### src/rtl/delta_regarray_pkg.sv
package delta_regarray_pkg;
  // Extra bits on local addresses so that -N and the sum with a positive address never wrap
  localparam int unsigned LOC_EXTRA = 2;

  function automatic int unsigned loc_width(input int unsigned addr_w);
    return addr_w + LOC_EXTRA;
  endfunction
endpackage

### src/rtl/delta_addr_chain.sv
module delta_addr_chain #(
  parameter int unsigned N    = 8,
  parameter int unsigned LA_W = 6
) (
  output logic [N-1:0][LA_W-1:0] loc
);
  // Row 0 starts at -1; each row subtracts one from its predecessor
  for (genvar i = 0; i < N; i++) begin : g_row
    if (i == 0) begin : g_head
      assign loc[i] = {LA_W{1'b1}};
    end else begin : g_link
      assign loc[i] = loc[i-1] - LA_W'(1);
    end
  end
endmodule

### src/rtl/delta_cell.sv
module delta_cell #(
  parameter int unsigned DATA_W = 16,
  parameter int unsigned ADDR_W = 4,
  parameter int unsigned LA_W   = 6
) (
  input  logic                     clk,
  input  logic                     rst,
  input  logic [LA_W-1:0]          loc,
  input  logic                     wr_en,
  input  logic [ADDR_W-1:0]        wr_addr,
  input  logic signed [DATA_W-1:0] wr_data,
  input  logic [ADDR_W-1:0]        rd_addr,
  output logic signed [DATA_W-1:0] val,
  output logic                     wr_hit,
  output logic                     rd_sel
);
  localparam int unsigned PAD = LA_W - ADDR_W;

  logic [LA_W-1:0]          wr_sum, rd_sum;
  logic                     pend_q;
  logic signed [DATA_W-1:0] delta_q;

  // Zero-sum match of positive request against negative local address
  assign wr_sum = {{PAD{1'b0}}, wr_addr} + loc;
  assign rd_sum = {{PAD{1'b0}}, rd_addr} + loc;
  assign wr_hit = wr_en && (wr_sum == '0);

  always_ff @(posedge clk) begin
    if (rst) begin
      pend_q  <= 1'b0;
      delta_q <= '0;
      val     <= '0;
      rd_sel  <= 1'b0;
    end else begin
      pend_q  <= wr_hit;
      delta_q <= wr_data - val;            // new plus negated old
      val     <= val + (pend_q ? delta_q : '0);
      rd_sel  <= (rd_sum == '0);
    end
  end
endmodule

### src/rtl/delta_read_mux.sv
module delta_read_mux #(
  parameter int unsigned N      = 8,
  parameter int unsigned DATA_W = 16
) (
  input  logic [N-1:0][DATA_W-1:0] vals,
  input  logic [N-1:0]             sel,
  output logic [DATA_W-1:0]        dout
);
  always_comb begin
    dout = '0;
    for (int i = 0; i < N; i++) begin
      if (sel[i]) dout = dout | vals[i];
    end
  end
endmodule

### src/rtl/delta_regarray.sv
module delta_regarray
  import delta_regarray_pkg::*;
#(
  parameter int unsigned N      = 8,
  parameter int unsigned DATA_W = 16,
  parameter int unsigned ADDR_W = 4
) (
  input  logic                     clk,
  input  logic                     rst,
  input  logic                     wr_en,
  input  logic [ADDR_W-1:0]        wr_addr,
  input  logic signed [DATA_W-1:0] wr_data,
  input  logic [ADDR_W-1:0]        rd_addr,
  output logic signed [DATA_W-1:0] rd_data
);
  localparam int unsigned LA_W = loc_width(ADDR_W);

  logic [N-1:0][LA_W-1:0]   loc;
  logic [N-1:0][DATA_W-1:0] vals;
  logic [N-1:0]             wr_hits;
  logic [N-1:0]             rd_sels;
  logic [DATA_W-1:0]        mux_out;

  delta_addr_chain #(.N(N), .LA_W(LA_W)) u_chain (.loc(loc));

  for (genvar i = 0; i < N; i++) begin : g_cell
    logic signed [DATA_W-1:0] v;
    delta_cell #(.DATA_W(DATA_W), .ADDR_W(ADDR_W), .LA_W(LA_W)) u_cell (
      .clk(clk), .rst(rst), .loc(loc[i]),
      .wr_en(wr_en), .wr_addr(wr_addr), .wr_data(wr_data),
      .rd_addr(rd_addr), .val(v), .wr_hit(wr_hits[i]), .rd_sel(rd_sels[i])
    );
    assign vals[i] = v;
  end

  delta_read_mux #(.N(N), .DATA_W(DATA_W)) u_mux (
    .vals(vals), .sel(rd_sels), .dout(mux_out)
  );

  always_ff @(posedge clk) begin
    if (rst) rd_data <= '0;
    else     rd_data <= mux_out;
  end
endmodule

### config.mk
export PLATFORM = sky130hd
export DESIGN_NAME = delta_regarray
export DESIGN_NICKNAME = d
export VERILOG_FILES = /design/src/rtl/delta_regarray_pkg.sv /design/src/rtl/delta_addr_chain.sv /design/src/rtl/delta_cell.sv /design/src/rtl/delta_read_mux.sv /design/src/rtl/delta_regarray.sv
export SDC_FILE = /design/constraint.sdc
export NUM_CORES = 1
export LEC_CHECK = 0
export ABC_AREA = 1
export BUFFER_PORTS_ARGS = -buffer_cell sky130_fd_sc_hd__buf_2
export CORE_UTILIZATION = 59
export DETAILED_ROUTE_END_ITERATION = 12
export PLACE_DENSITY = 0.79
export SETUP_SLACK_MARGIN = 0.02
export SYNTH_ARGS = -nofsm -noshare
export SYNTH_HDL_FRONTEND = slang
export SYNTH_SLANG_ARGS = --single-unit
### constraint.sdc
create_clock -name clk -period 2.05 [get_ports clk]
set_clock_uncertainty 0.1 [all_clocks]
set_input_delay 0.205 -clock clk [delete_from_list [all_inputs] [get_ports clk]]
set_output_delay 0.205 -clock clk [all_outputs]
set_load 0.1 [all_outputs]
# --- Yosys cells after proc, flatten, opt, wreduce, memory -nomap -nowiden ---
# Cells that the tools add are included.
word_totals:
  reg_bits: 288
  output_inout_bits: 16
  inputBits: 27
op_classes:
  n_addsub: 32
  n_reduce_logical: 24
  muxes: 16
  bitwise: 7
op_table:
  columns: ["operator", "n"]
  rows:
  - ["2-to-1 mux 16 bit", 16]
  - ["adder 16 bit", 8]
  - ["subtractor 16 bit", 8]
  - ["bitwise OR 16 bit", 7]
  - ["logical NOT 6 bit", 16]
  - ["adder 5 x 4 -> 6 bit (second input constant)", 8]
  - ["adder 5 x 3 -> 6 bit (second input constant)", 4]
  - ["adder 5 x 1 -> 6 bit (second input constant)", 2]
  - ["adder 5 x 2 -> 6 bit (second input constant)", 2]
  - ["logical AND 1 bit", 8]

# --- Depth between registers and ports, before layout ---
logic_depth:
  word_depth: 15
  mapped_depth: 14

# --- Modules after synthesis ---
# From an unflattened synthesis, not the netlist that was laid out.
hier_totals:
  cells_unflattened: 4520
  area_unflattened_um2: 26721.9
by_module_without_submodules:
  columns: ["mod", "area_per_inst_um2", "n_inst", "seq_area_each_um2", "cells_each"]
  rows:
  - ["delta_cell at g_cell[0].u_cell ...", 3029.2, 3, 680.7, 510]
  - ["delta_cell at g_cell[7].u_cell", 3191.8, 1, 680.7, 533]
  - ["delta_cell at g_cell[6].u_cell", 3174.3, 1, 680.7, 527]
  - ["delta_cell at g_cell[1].u_cell", 3116.7, 1, 680.7, 527]
  - ["delta_cell at g_cell[5].u_cell", 3109.2, 1, 680.7, 523]
  - ["delta_cell at g_cell[4].u_cell", 3091.7, 1, 680.7, 524]
  - ["delta_read_mux", 1108.6, 1, 0.0, 256]
  - ["delta_regarray", 474.2, 1, 320.3, 50]
  - ["delta_addr_chain", 367.9, 1, 0.0, 50]

# --- Least setup slack after synthesis ---
# No wires, ideal clock.
synth_timing:
  path_kind: "register to register"
  start: "register g_cell[3].u_cell.pend_q"
  end: "register g_cell[3].u_cell.val[15]"
  n_path_buf: 2
  stages_incl_launch_ff: 14
  setup_time_ns: 0.115
  setup_slack_ns: 0.082
  arrival_time_ns: 1.753
  path_cell_list: "dfxtp_1 clkbuf_1 clkbuf_1 nand2_1 inv_1 ha_1 nand2_1 inv_1 a21oi_1 nand2_2 nand2_1 nand3_1 nand2_1 nor2_1"
synth_via:
  elab_chain_cells: 2
synth_rtl:
  columns: ["element", "line_no", "text"]
  rows:
  - ["start, declared", "delta_cell.sv:20", "logic pend_q;"]
  - ["start signal, assigned", "delta_cell.sv:35", "pend_q <= wr_hit;"]
  - ["2-to-1 mux 16 bit", "delta_cell.sv:37", "val <= val + (pend_q ? delta_q : '0);"]
  - ["adder 16 bit", "delta_cell.sv:37", null]
  - ["end signal, assigned", "delta_cell.sv:37", null]
  - ["end, declared", "delta_cell.sv:13", "output logic signed [DATA_W-1:0] val,"]
# No other way between the ends.
# A chain may end at the register's enable or synchronous reset.

# --- Worst setup path after layout ---
layout_timing:
  start: "register g_cell[5].u_cell.pend_q"
  end: "register g_cell[5].u_cell.val[13]"
layout_via:
  elab_chain_cells: 2
layout_rtl:
  columns: ["element", "line_no"]
  rows:
  - ["start, declared", "delta_cell.sv:20"]
  - ["start signal, assigned", "delta_cell.sv:35"]
  - ["2-to-1 mux 16 bit", "delta_cell.sv:37"]
  - ["adder 16 bit", "delta_cell.sv:37"]
  - ["end signal, assigned", "delta_cell.sv:37"]
  - ["end, declared", "delta_cell.sv:13"]
# No other way between the ends.

==> summary.md <==
| Metric | Value |
|---|---|
| Lkg Pwr | roughly 16 nW |
| Status | finished clean |
| CP peak stage delay | 330 ps |
| Port Buffer Count | 42 |
| Slowest cell on crit path | dfxtp_2 |
| Vias | about 24000 |
| Total power | approximately 14 mW |
| Post-synthesis cell area | between 20000 and 25000 sq um |
| Ys Warns | 0 |
| Initial Util | about three fifths |
| Max H-tree Level | 2 |
| CTS Buf Count | 36 |
| Unrepaired setup endpoints after global routing | yes |
| CTS tree | yes |
| Mean routed wirelength per cell | roughly 15 um |
| Clk_lat worst skew | between 500 and 600 ps |
| Crit path time final | ~1900 ps |
| Via/cell ratio | roughly 5.2 |
| Worst path required time | 2390 ps |
| Hold EP | g_cell[4].u_cell.delta_q[0] |
| Final ANT Viol Nets | 0 |
| Area share of the largest cell type after synthesis | 24.3% |
| Dpl ws | -0.775 ps |
| Top cells by area, synth | dfxtp_1 (24%), nand2_1 (21%), ha_1 (13%) |
| Post-synth EDFFs | 0 |
| Main flop type after synthesis | dfxtp_1 |
| Largest net degree at the start of global routing | 64 |
| Slew headroom | between 60% and 70% |
| DP Wirelength | 53400 um |
| Die area | 41100 sq um |
| Hold Path Stages | 5 |
| Final Slew Violations | 0 |
| Commonest non-fill, non-tap cell in the layout | nand2_1 |
| Layout cell share with drive strength beyond 1 | under 10% |
| Residual DRC | 0 |
| Reg2Reg Depth | 11 |
| Final Instance Area | 26700 sq um |
| Hold Path Class | input port to flip-flop |
| First-pass GRT wire length | 109000 um |
| DR pass1 iterations | 5 |
| Fmax | approximately 0.52 GHz |
| Initial DRC Count | 2090 |
| Worst vdd rail ir drop | 0.605 mV |
| Initial antenna violation count | 3 |
| DRT Wirelength | between 70000 and 80000 um |
| I/O Pins | 43 |
| # nets final | roughly 4400 |
| Setup ws final | between 100 and 150 ps |
| Count of state elements after synthesis | 288 |
| Worst Tran Pin Value | 556 ps |
| Max clock buf depth | 3 |
| Clock slew at reported path FFs | around 60 ps |
| CP Max Fanout | 12 |
| Post-route clock period utilization | roughly 94% |
| Placer Congestion | between 1 and 1.5 |
| Syn nets | 4316 |
| P&R area growth vs syn | 12.1% |
| TNS Setup | 0 ps |
| RR Startpoint | g_cell[5].u_cell.pend_q |
| CP Cell Sequence | buf_6 > nand2_1 > inv_1 > ha_1 > or2_1 > nand3b_1 > nand2_2 > nand2_1 > nand3_1 > nand2_1 > nor2_1 |
| GR Overflow Total | 0 |
| Fillers | between 3000 and 4000 |
| Die Wd | approximately 200 um |
| Sequential fraction of the synthesis area | between 20% and 30% |
| Post-synthesis cell count | approximately 4000 |
| Hold slack | about 93 ps |
| CP dominant cell by count | nand2_1 |
| # rows | 73 |
| Setup CP Type | flip-flop to flip-flop |
| CTS Root Buffer Type | clkbuf_16 |
| WP data arrival | approximately 2300 ps |
| Core ar. | 39700 sq um |
| Critical Path Sink Type | flip-flop |
| Fraction of registers with async set or reset after synthesis | 0% |
| CP Launch Type | flip-flop |
| Mean Syn Cell Area | 5.92 sq um |
| Total GRT Usage | around 33% |
| Max-cap viol count | 0 |
| Most frequent cells in the layout | nand2_1 (1348), inv_1 (810), nor2_1 (407) |
| DP Area | about 25000 sq um |
| FF-to-FF setup slack | about 120 ps |
| Cells after DPL | approximately 4600 |
| Cell Pwr Density | about 530 nW/um^2 |
| Worst R2R End | g_cell[5].u_cell.val[13] |
| Core Util, Final | ~67% |
| Vias in the first global route | between 20000 and 25000 |
| Clk sinks | ~290 |
| Synth cell types | 42 |
| Final hold vios | 0 |
| Final setup fails | 0 |
| Hold_sp | wr_data[0] |
| Non-Filler Instances | 4678 |
| Die Height | ~200 um |
| Area leader, netlist | dfxtp_1 |
[flip-flops by register name, indices dropped and copies added (netlist names)]
| name | cells |
|---|---|
| rd_data | 16 |
| g_cell.u_cell.rd_sel | 8 |
| g_cell.u_cell.pend_q | 8 |
| g_cell.u_cell.delta_q | 128 |
| g_cell.u_cell.val | 128 |
[worst max-delay path by stage]
| stage | slack, ps | endpoint | cells past startpoint | start |
|---|---|---|---|---|
| finish | 120 | g_cell[5].u_cell.val[13] | 11 | g_cell[5].u_cell.pend_q |
| CTS | 40 | g_cell[6].u_cell.val[12] | 11 | g_cell[6].u_cell.pend_q |
| detailed placement | -0.8 | g_cell[5].u_cell.pend_q | 6 | wr_addr[2] |
| global placement | 40 | g_cell[5].u_cell.pend_q | 6 | wr_addr[1] |
| global route | -60 | g_cell[4].u_cell.val[10] | 13 | g_cell[4].u_cell.pend_q |
| floorplan | 80 | g_cell[3].u_cell.val[15] | 13 | g_cell[3].u_cell.pend_q |
[cells in the mapped netlist (2+ instances only)]
cell and n:
buf_2 31, a21oi_2 5, buf_6 6, fa_1 16, nor4_1 6, o21ai_0 101
nand3b_1 14, nand2_2 34, or2_1 7, nor3_1 38, xor2_1 18, nand4_1 13
a21boi_0 7, buf_4 3, clkbuf_1 19, dfxtp_1 288, a21oi_1 306, o21a_1 6
and2_1 12, a221oi_1 14, nand3_2 6, nor2_2 2, clkinv_1 2, nor2_1 408
inv_1 816, a31oi_1 4, o22ai_1 24, inv_2 8, ha_1 256, nand3_1 180
nand2_1 1356
[cells by family (layout without fill, tap and decap cells)]
family / Yosys count / after routing / synth area share (%)
and+or+nand+nor: 2077 / 2077 / 35.1
AOI/OAI and AO/OA: 473 / 473 / 10.7
adders and majority gates: 272 / 272 / 14.8
DFF: 288 / 288 / 24.3
other: 0 / 3 / 0
xor gates and xnor gates: 19 / 19 / 0.700
buffers and inverters: 888 / 1021 / 14.5
[repair_timing]
item | in CTS | in global routing
buffers inserted | 0 | 5
hold buffers | 16 | 0
endpoints found under the hold margin | 15 | 0
resized for setup | 0 | 74
setup endpoints to repair | 0 | 59
[where the power goes]
| group | switching, mW | total, mW | internal [mW] | leakage, nW |
|---|---|---|---|---|
| sequential | 0.0790 | 5.89 | 5.81 | 2.36 |
| combinational | 1.23 | 1.88 | 0.652 | 12.6 |
| clock | 2.63 | 6.29 | 3.66 | 0.569 |
| total | 3.94 | 14.1 | 10.1 | 15.6 |
[worst max-delay path: cells and delay by family (launching register included)]
| family | cells | cell delay [ps] |
|---|---|---|
| adder cells (fa/ha/maj) | 1 | 330 |
| flip-flops | 1 | 330 |
| buffers and inverters | 2 | 190 |
| AND/OR/NAND/NOR | 8 | 860 |
[layout make-up]
type                       instances  area (sq um)  area share, %
clock inverter                    11          67.6          0.253
sequential                       288          5780           21.7
timing repair buffer             133          1120           4.21
clock buffer                      51          1080           4.05
tap                              525           657           2.46
multi-input combinational       2841         14800           55.7
antenna                            3          7.51         0.0282
inverter                         826          3110           11.7
[routing by layer]
metal / vias to the layer above / track usage, % / routed length (um) / share of wire [%]
li1: 12595 / - / - / -
met1: 10632 / 44.5 / 30000 / 43
met2: 814 / 54.0 / 30500 / 44
met3: 186 / 4.49 / 6100 / 8.7
met4: 0 / 14.8 / 3480 / 5.0
met5: - / 0 / 0 / 0
(Power assumes the default switching activity.)
